## config.mk

```make
export PLATFORM = sky130hd
export DESIGN_NAME = nmi_aggregator
export DESIGN_NICKNAME = d
export VERILOG_FILES = /design/src/rtl/nmi_pkg.sv /design/src/rtl/nmi_reg_decode.sv /design/src/rtl/nmi_flag_bank.sv /design/src/rtl/nmi_wdog.sv /design/src/rtl/nmi_aggregator.sv
export SDC_FILE = /design/constraint.sdc
export NUM_CORES = 1
export LEC_CHECK = 0
export ABC_AREA = 1
export BUFFER_PORTS_ARGS = -buffer_cell sky130_fd_sc_hd__clkbuf_2
export CORE_MARGIN = 2
export CORE_UTILIZATION = 56
export CTS_CLUSTER_SIZE = 10
export DETAILED_ROUTE_END_ITERATION = 8
export GPL_TIMING_DRIVEN = 0
export PLACE_DENSITY_LB_ADDON = 0.3
export SLEW_MARGIN = 20
export SYNTH_ARGS = -nofsm -noshare
export SYNTH_HDL_FRONTEND = slang
export SYNTH_SLANG_ARGS = --single-unit
```

## constraint.sdc

```tcl
create_clock -name clk -period 2.2 [get_ports clk]
set_clock_uncertainty 0.15 [all_clocks]
set_input_delay 0.44 -clock clk [delete_from_list [all_inputs] [get_ports clk]]
set_output_delay 0.44 -clock clk [all_outputs]
set_load 0.05 [all_outputs]
```

## src/rtl/nmi_pkg.sv

```systemverilog
package nmi_pkg;

    localparam int DATA_W  = 16;
    localparam int ADDR_W  = 3;
    localparam int CNT_W   = 16;
    localparam int NUM_EVT = 5;

    localparam int BIT_GLOB = 0;
    localparam int BIT_SW   = 13;

    // flag bit fed by each event input, in input order
    localparam int EVT_POS [NUM_EVT] = '{1, 2, 3, 6, 8};

    typedef enum logic [ADDR_W-1:0] {
        OFS_CTRL  = 3'd0,
        OFS_FLAG  = 3'd1,
        OFS_CLR   = 3'd2,
        OFS_FRC   = 3'd3,
        OFS_CNT   = 3'd4,
        OFS_PRD   = 3'd5,
        OFS_SHD   = 3'd6,
        OFS_SPARE = 3'd7
    } reg_ofs_e;

    typedef enum logic [1:0] {
        WD_IDLE,
        WD_RUN,
        WD_FIRE,
        WD_HOLD
    } wd_state_e;

    function automatic int evt_index(input int bitpos);
        int idx;
        idx = -1;
        for (int k = 0; k < NUM_EVT; k++) begin
            if (EVT_POS[k] == bitpos) idx = k;
        end
        return idx;
    endfunction

    function automatic logic [DATA_W-1:0] src_mask();
        logic [DATA_W-1:0] m;
        m = '0;
        for (int k = 0; k < NUM_EVT; k++) m[EVT_POS[k]] = 1'b1;
        m[BIT_SW] = 1'b1;
        return m;
    endfunction

    localparam logic [DATA_W-1:0] SRC_MASK = src_mask();

endpackage

```

## src/rtl/nmi_reg_decode.sv

```systemverilog
module nmi_reg_decode
    import nmi_pkg::*;
(
    input  logic [ADDR_W-1:0] addr,
    input  logic              we,
    input  logic [DATA_W-1:0] wdata,
    input  logic              unlock,
    output logic              ctrl_set,
    output logic [DATA_W-1:0] clr_vec,
    output logic [DATA_W-1:0] frc_vec,
    output logic              prd_we
);

    reg_ofs_e ofs;
    logic     wr_ok;

    assign ofs   = reg_ofs_e'(addr);
    assign wr_ok = we & unlock;

    always_comb begin
        ctrl_set = 1'b0;
        clr_vec  = '0;
        frc_vec  = '0;
        prd_we   = 1'b0;
        if (wr_ok) begin
            unique case (ofs)
                OFS_CTRL: ctrl_set = wdata[0];
                OFS_CLR:  clr_vec  = wdata;
                OFS_FRC:  frc_vec  = wdata & SRC_MASK;
                OFS_PRD:  prd_we   = 1'b1;
                default:  ;
            endcase
        end
    end

endmodule

```

## src/rtl/nmi_flag_bank.sv

```systemverilog
module nmi_flag_bank
    import nmi_pkg::*;
(
    input  logic              clk,
    input  logic              sys_rst,
    input  logic              por_rst,
    input  logic              ctrl_set,
    input  logic [NUM_EVT-1:0] evt,
    input  logic [DATA_W-1:0] clr_vec,
    input  logic [DATA_W-1:0] frc_vec,
    output logic              en_q,
    output logic [DATA_W-1:0] flags_q,
    output logic [DATA_W-1:0] shadow_q,
    output logic              nmi_pulse
);

    logic [DATA_W-1:0] evt_map;
    logic [DATA_W-1:0] set_vec;
    logic [DATA_W-1:0] src_q;
    logic [DATA_W-1:0] src_d;
    logic              glob_q;
    logic              glob_d;

    for (genvar i = 0; i < DATA_W; i++) begin : g_map
        if (evt_index(i) >= 0) begin : g_hit
            assign evt_map[i] = evt[evt_index(i)];
        end else begin : g_miss
            assign evt_map[i] = 1'b0;
        end
    end

    assign src_q   = flags_q & SRC_MASK;
    assign glob_q  = flags_q[BIT_GLOB];
    assign set_vec = ((en_q ? evt_map : '0) | frc_vec) & SRC_MASK;
    // set has priority over a clear in the same cycle
    assign src_d   = (src_q & ~clr_vec) | set_vec;
    // global re-arms while any source flag is still pending
    assign glob_d  = (glob_q & ~clr_vec[BIT_GLOB]) |
                     (en_q & ((|src_q) | (|set_vec)));

    always_ff @(posedge clk) begin
        if (sys_rst) begin
            en_q      <= 1'b0;
            flags_q   <= '0;
            nmi_pulse <= 1'b0;
        end else begin
            en_q      <= en_q | ctrl_set;
            flags_q   <= src_d | {{(DATA_W-1){1'b0}}, glob_d};
            nmi_pulse <= glob_d & ~glob_q;
        end
    end

    always_ff @(posedge clk) begin
        if (por_rst) shadow_q <= '0;
        else         shadow_q <= shadow_q | set_vec;
    end

    AST_EN_STICKY: assert property (@(posedge clk) disable iff (sys_rst)
        en_q |=> en_q);

    AST_SET_WINS: assert property (@(posedge clk) disable iff (sys_rst)
        ((set_vec & clr_vec) != '0) |=> ((flags_q & $past(set_vec & clr_vec)) == $past(set_vec & clr_vec)));

    AST_GLOB_REARM: assert property (@(posedge clk) disable iff (sys_rst)
        (en_q && (src_q != '0)) |=> flags_q[BIT_GLOB]);

    AST_NMI_SINGLE: assert property (@(posedge clk) disable iff (sys_rst)
        nmi_pulse |=> !nmi_pulse);

    AST_SHADOW_COVERS: assert property (@(posedge clk) disable iff (por_rst || sys_rst)
        ((flags_q & SRC_MASK & ~shadow_q) == '0));

endmodule

```

## src/rtl/nmi_wdog.sv

```systemverilog
module nmi_wdog
    import nmi_pkg::*;
#(
    parameter logic [CNT_W-1:0] PRD_INIT = '1
)(
    input  logic             clk,
    input  logic             sys_rst,
    input  logic             any_flag,
    input  logic             prd_we,
    input  logic [CNT_W-1:0] prd_wdata,
    output logic [CNT_W-1:0] cnt_q,
    output logic [CNT_W-1:0] prd_q,
    output logic             wd_rst
);

    wd_state_e        state_q;
    wd_state_e        state_d;
    logic [CNT_W-1:0] cnt_d;

    always_ff @(posedge clk) begin
        if (sys_rst) state_q <= WD_IDLE;
        else         state_q <= state_d;
    end

    always_comb begin
        state_d = state_q;
        cnt_d   = '0;
        unique case (state_q)
            WD_IDLE: begin
                if (any_flag) begin
                    state_d = WD_RUN;
                    cnt_d   = CNT_W'(1);
                end
            end
            WD_RUN: begin
                if (!any_flag)            state_d = WD_IDLE;
                else if (cnt_q >= prd_q)  state_d = WD_FIRE;
                else                      cnt_d   = cnt_q + CNT_W'(1);
            end
            WD_FIRE: state_d = any_flag ? WD_HOLD : WD_IDLE;
            WD_HOLD: if (!any_flag) state_d = WD_IDLE;
            default: state_d = WD_IDLE;
        endcase
    end

    always_ff @(posedge clk) begin
        if (sys_rst) begin
            cnt_q <= '0;
            prd_q <= PRD_INIT;
        end else begin
            cnt_q <= cnt_d;
            if (prd_we) prd_q <= prd_wdata;
        end
    end

    always_comb begin
        wd_rst = (state_q == WD_FIRE);
    end

    AST_CNT_HELD: assert property (@(posedge clk) disable iff (sys_rst)
        !any_flag |=> (cnt_q == '0));

    AST_RST_PULSE: assert property (@(posedge clk) disable iff (sys_rst)
        wd_rst |=> !wd_rst);

    AST_STOP_AFTER: assert property (@(posedge clk) disable iff (sys_rst)
        wd_rst |-> (cnt_q == '0));

    AST_PRD_BELOW: assert property (@(posedge clk) disable iff (sys_rst)
        (any_flag && (cnt_q > prd_q)) |=> wd_rst);

endmodule

```

## src/rtl/nmi_aggregator.sv

```systemverilog
module nmi_aggregator
    import nmi_pkg::*;
#(
    parameter logic [CNT_W-1:0] PRD_INIT = '1
)(
    input  logic               clk,
    input  logic               sys_rst_n,
    input  logic               por_n,
    input  logic [ADDR_W-1:0]  bus_addr,
    input  logic               bus_we,
    input  logic [DATA_W-1:0]  bus_wdata,
    output logic [DATA_W-1:0]  bus_rdata,
    input  logic               wr_unlock,
    input  logic [NUM_EVT-1:0] evt,
    output logic               nmi_out,
    output logic               wdog_rst
);

    logic              sys_rst;
    logic              por_rst;
    logic              ctrl_set;
    logic [DATA_W-1:0] clr_vec;
    logic [DATA_W-1:0] frc_vec;
    logic              prd_we;
    logic              en_q;
    logic [DATA_W-1:0] flags_q;
    logic [DATA_W-1:0] shadow_q;
    logic [CNT_W-1:0]  cnt_q;
    logic [CNT_W-1:0]  prd_q;

    assign por_rst = ~por_n;
    assign sys_rst = ~sys_rst_n | por_rst;

    nmi_reg_decode u_dec (
        .addr     (bus_addr),
        .we       (bus_we),
        .wdata    (bus_wdata),
        .unlock   (wr_unlock),
        .ctrl_set (ctrl_set),
        .clr_vec  (clr_vec),
        .frc_vec  (frc_vec),
        .prd_we   (prd_we)
    );

    nmi_flag_bank u_flags (
        .clk       (clk),
        .sys_rst   (sys_rst),
        .por_rst   (por_rst),
        .ctrl_set  (ctrl_set),
        .evt       (evt),
        .clr_vec   (clr_vec),
        .frc_vec   (frc_vec),
        .en_q      (en_q),
        .flags_q   (flags_q),
        .shadow_q  (shadow_q),
        .nmi_pulse (nmi_out)
    );

    nmi_wdog #(.PRD_INIT(PRD_INIT)) u_wdog (
        .clk       (clk),
        .sys_rst   (sys_rst),
        .any_flag  (|flags_q),
        .prd_we    (prd_we),
        .prd_wdata (bus_wdata),
        .cnt_q     (cnt_q),
        .prd_q     (prd_q),
        .wd_rst    (wdog_rst)
    );

    always_comb begin
        unique case (reg_ofs_e'(bus_addr))
            OFS_CTRL: bus_rdata = {{(DATA_W-1){1'b0}}, en_q};
            OFS_FLAG: bus_rdata = flags_q;
            OFS_CNT:  bus_rdata = cnt_q;
            OFS_PRD:  bus_rdata = prd_q;
            OFS_SHD:  bus_rdata = shadow_q;
            default:  bus_rdata = '0;
        endcase
    end

    AST_LOCKED_PRD: assert property (@(posedge clk) disable iff (sys_rst)
        (!wr_unlock) |=> $stable(prd_q));

    AST_LOCKED_EN: assert property (@(posedge clk) disable iff (sys_rst)
        (!wr_unlock && !en_q) |=> !en_q);

endmodule

```

# After elaboration in Yosys (flattened, before gate mapping)
# Index checks and enable logic that the tools add are counted.
totals:
  wordCells: 65
  regBits: 68
  inputBits: 29
classes:
  order_cmp: 1
  mux: 20
  eq_ne: 12
  bitwise: 18
  addsub: 1
  reduce_logical: 6
op_table:
  columns: ["cell", "count"]
  rows:
  - ["$pmux W16 S5", 1]
  - ["$mux W16", 4]
  - ["$or A16 B14 Y16", 2]
  - ["$pmux W16 S2", 1]
  - ["$mux W14", 2]
  - ["$add A16 B1 Y16 const B", 1]
  - ["$and A14 B16 Y16", 1]
  - ["$ge A16 B16 Y1", 1]
  - ["$not A16 Y16", 1]
  - ["$or A16 B1 Y16", 1]
  - ["$reduce_or A16 Y1", 1]
  - ["$or A14 B14 Y14", 1]
  - ["$reduce_or A6 Y1", 2]
  - ["$mux W2", 5]
  - ["$eq A3 B3 Y1 const B", 3]
  - ["$mux W9", 1]
  - ["$pmux W2 S4", 1]
  - ["$eq A3 B2 Y1 const B", 2]
  - ["$mux W1", 5]
  - ["$and A1 B1 Y1", 4]
  - ["$eq A2 B2 Y1 const B", 2]
  - ["$not A1 Y1", 4]
  - ["$or A1 B1 Y1", 4]
  - ["$eq A3 B1 Y1 const B", 1]
  - ["7 further kinds", 7]

# Logic depth before layout (Yosys ltp)
logic_depth:
  depth_word: 9
  ltp_mapped: 14

# Hierarchy
# From an unflattened synthesis, not the netlist that was laid out.
hier_totals:
  hier_cells: 594
  area_unflattened_um2: 3783.6
by_module_without_submodules:
  columns: ["module", "area_each_um2", "n_inst", "seq_area_each_um2", "cells_each"]
  rows:
  - ["nmi_wdog", 1846.8, 1, 680.7, 244]
  - ["nmi_aggregator", 869.6, 1, 0.0, 184]
  - ["nmi_flag_bank", 738.2, 1, 300.3, 102]
  - ["nmi_reg_decode", 329.1, 1, 0.0, 64]

# Worst setup path before layout
# Ideal clock, no wire load.
synth_path:
  path_type: "input port to output port"
  start: "in bus_addr[2]"
  end: "out bus_rdata[11]"
  arrival_time_ns: 2.141
  n_path_buf: 3
  path_stages: 5
  required_time_ns: 1.610
  path_slack_ns: -0.531
  cell_sequence: "buf_4 -> nand3_2 -> buf_2 -> buf_2 -> o21ai_0"
synth_between:
  elab_chain_cells: 2
  elab_cells_between_ends: 6
synth_lines:
  columns: ["item", "line", "source"]
  rows:
  - ["from (decl)", "nmi_aggregator.sv:9", "input logic [ADDR_W-1:0] bus_addr,"]
  - ["$eq A3 B3 Y1 (tied with other cells)", "nmi_aggregator.sv:71", "unique case (reg_ofs_e'(bus_addr))"]
  - ["$pmux W16 S5 *", "nmi_aggregator.sv:71", null]
  - ["to (decl)", "nmi_aggregator.sv:12", "output logic [DATA_W-1:0] bus_rdata,"]
# Mark *: on every way between the ends. The rest lies on a longest branch, timed or not.

# Worst setup path in the final report
layout_path:
  start: "in bus_addr[1]"
  end: "out bus_rdata[13]"
# The elaborated chain is that of the path after synthesis.

==> impl_metrics.env <==
export IMPL_ctsRootBufferMaster="clkbuf_8"
export IMPL_p_sw_uw=409
export IMPL_clk_pin_slew_ns=0.09
export IMPL_routed_via_density=5.47
export IMPL_drtAntennaViolNets=0
export IMPL_num_vias=2682
export IMPL_clock_power_share_pct=31.9
export IMPL_pre_cts_ws_ns=-0.117
export IMPL_cap_violations=0
export IMPL_intPower_uw=1180
export IMPL_wl_per_cell_um=13.6
export IMPL_std_cell_rows=25
export IMPL_synth_area_top_cells="dfxtp_1 36%, nand2_1 9.4%, inv_1 9.3%"
export IMPL_grt_first_pass_wirelength_um=11000
export IMPL_core_area_mm2=0.00469
export IMPL_fin_crit_sh_pct=98.3
export IMPL_critical_path_arrival_ns=1.57
export IMPL_syn_nets=429
export IMPL_whs_ns=0.201
export IMPL_start_util_pct=57.8
export IMPL_ys_ff_latch=49
export IMPL_endpoint_kind="primary output"
export IMPL_maxSlewViolCount=0
export IMPL_drive_gt1_share_pct=16.5
export IMPL_grt_max_degree=14
export IMPL_first_global_vias=2480
export IMPL_port_buffers=44
export IMPL_ys_seq_area_share_pct=36.1
export IMPL_p_seq_share_pct=56.2
export IMPL_power_frac_comb_pct=11.9
export IMPL_leakagePower_uw=0.00167
export IMPL_setup_violations=0
export IMPL_drt_iter0_drc=181
export IMPL_status="finished clean"
export IMPL_rsz0062_at_grt="yes"
export IMPL_cts_hold_buf=0
export IMPL_setup_ws_ns=0.0378
export IMPL_fin_area_mm2=0.00317
export IMPL_synth_cells=383
export IMPL_ios=47
export IMPL_fillCellCount=429
export IMPL_drc=0
export IMPL_drt_wl_total_um=6650
export IMPL_firstDrtPassIters=5
export IMPL_fp_dieW_um=73.6
export IMPL_diodes=0
export IMPL_start_kind="input port"
export IMPL_dieArea_mm2=0.00542
export IMPL_dp_hpwl_um=5060
export IMPL_power_density_mw_per_mm2=501
export IMPL_antenna_found_initial=0
export IMPL_cts_buffers=5
export IMPL_tritoncts="built"
export IMPL_yosysWarnings=0
export IMPL_gp_congestion=0.933
export IMPL_crit_required_ns=1.61
export IMPL_hold_violations=0
export IMPL_cts_sinks=49
export IMPL_place_area_mm2=0.00300
export IMPL_htreeDepth=2
export IMPL_die_height_um=73.6
export IMPL_clock_fmax_mhz=462
export IMPL_synth_ff_type="dfxtp_1"
export IMPL_ys_async_sr_fraction_pct=0
export IMPL_cp_max_fo=10
export IMPL_yosys_area_top_type_share_pct=36.1
export IMPL_fin_nets=481
export IMPL_worstSkewPairLatency_ns=0.29
export IMPL_cts_path_max_buffers=2
export IMPL_tightest_slew_ns=0.613
export IMPL_grtUsageTotal_pct=26.4
export IMPL_mostFrequentLayoutCells="68 x nand2_1, 67 x inv_1, 49 x dfxtp_1, 46 x nor2_1, 32 x clkbuf_2"
export IMPL_grt_overflow=0
export IMPL_avgSynthCellArea_um2=7.09
export IMPL_layout_commonest_cell="nand2_1"
export IMPL_path_class="input port to primary output"
export IMPL_relSlewSlack_pct=59.1
export IMPL_syn2layout_area_growth_pct=16.9
export IMPL_netlist_area_mm2=0.00271
export IMPL_swShare_pct=25.8
export IMPL_finalSetupTns_ns=0
export IMPL_yosysUniqueCellTypes=34
export IMPL_synth_top_cell_by_area="dfxtp_1"
export IMPL_synth_enable_flop_cells=0
export IMPL_hp_class="input port to flop"
export IMPL_fin_util_pct=67.6
export IMPL_peakVddDrop_mv=0.413
export IMPL_min_period_ns=2.16
## area by class of cell
type / count / area, um2 / area share (%)
sequential: 49 / 981 / 30.9
timing repair buffer: 45 / 278 / 8.75
inverter: 70 / 263 / 8.28
multi-input combinational: 254 / 1450 / 45.5
clock buffer: 8 / 80.1 / 2.52
tap: 54 / 67.6 / 2.13
buffer: 10 / 58.8 / 1.85
## repair_timing
action,in CTS,in global routing
gates resized for setup,18,10
buffers inserted,1,0
endpoints found under the setup margin,16,14
pin swaps,1,0
cloned,0,0
## flip-flops by register name, indices dropped and copies added, names as in the netlist
register	flops
u_flags.en_q	1
u_flags.shadow_q	6
u_flags.nmi_pulse	1
u_wdog.cnt_q	16
u_flags.flags_q	7
u_wdog.state_q	2
u_wdog.prd_q	16
## metal layers
metal / track usage, % / share of wire [%]
met5: 0 / 0
met1: 33.0 / 43
met3: 5.08 / 6.4
met4: 9.90 / 2.5
met2: 44.6 / 48
## power by group through the flow
stage	logic, uW	clock network, uW	registers [uW]
floorplan	113	0	914
global placement	171	0	914
detailed placement	173	0	914
CTS	185	526	893
global route	203	562	894
finish	189	508	893
## cells in the mapped netlist, types with 2 or more instances
library cell / instances
nand2_1: 68
inv_1: 67
dfxtp_1: 49
nor2_1: 46
a21oi_1: 22
o21ai_0: 22
ha_1: 17
nand3_1: 16
o22ai_1: 13
xor2_1: 8
a221o_1: 6
buf_2: 6
o221ai_1: 6
nand4_1: 5
nor3_1: 5
inv_2: 3
nand3_2: 3
nor2_2: 3
clkbuf_1: 2
nor4_1: 2
## through the flow
step | total power (uW) | std cells
after floorplan | 1030 | 383
after global placement | 1080 | 481
after detailed placement | 1090 | 481
after CTS | 1600 | 490
after global routing | 1660 | 490
final | 1590 | 490
## final timing paths
path	start	slack, ns	endpoint	cells past startpoint
worst max-delay path	bus_addr[1]	0.04	bus_rdata[13]	7
worst min-delay path	bus_wdata[5]	0.20	u_wdog.prd_q[5]$_SDFFE_PP1P_	3
worst max register to register	u_wdog.cnt_q[0]$_SDFF_PP0_	0.23	u_wdog.cnt_q[8]$_SDFF_PP0_	10
worst min register to register	u_flags.flags_q[0]$_SDFF_PP0_	0.32	u_flags.nmi_pulse$_SDFF_PP0_	1
## critical path, cell delays in order
cell      delay [ns]
buf_2           0.20
inv_2           0.09
nand3_4         0.10
buf_6           0.15
o22ai_1         0.08
a221o_1         0.27
clkbuf_2        0.24
## logic make-up after synthesis
group	share of synthesized area (%)
AO/OA/AOI/OAI	17.0
AND/OR/NAND/NOR	24.6
adder cells (fa/ha/maj)	7.84
XOR/XNOR	2.90
flip-flops	36.1
buffers and inverters	11.5
Note: power is estimated with default switching activity, not from simulation.
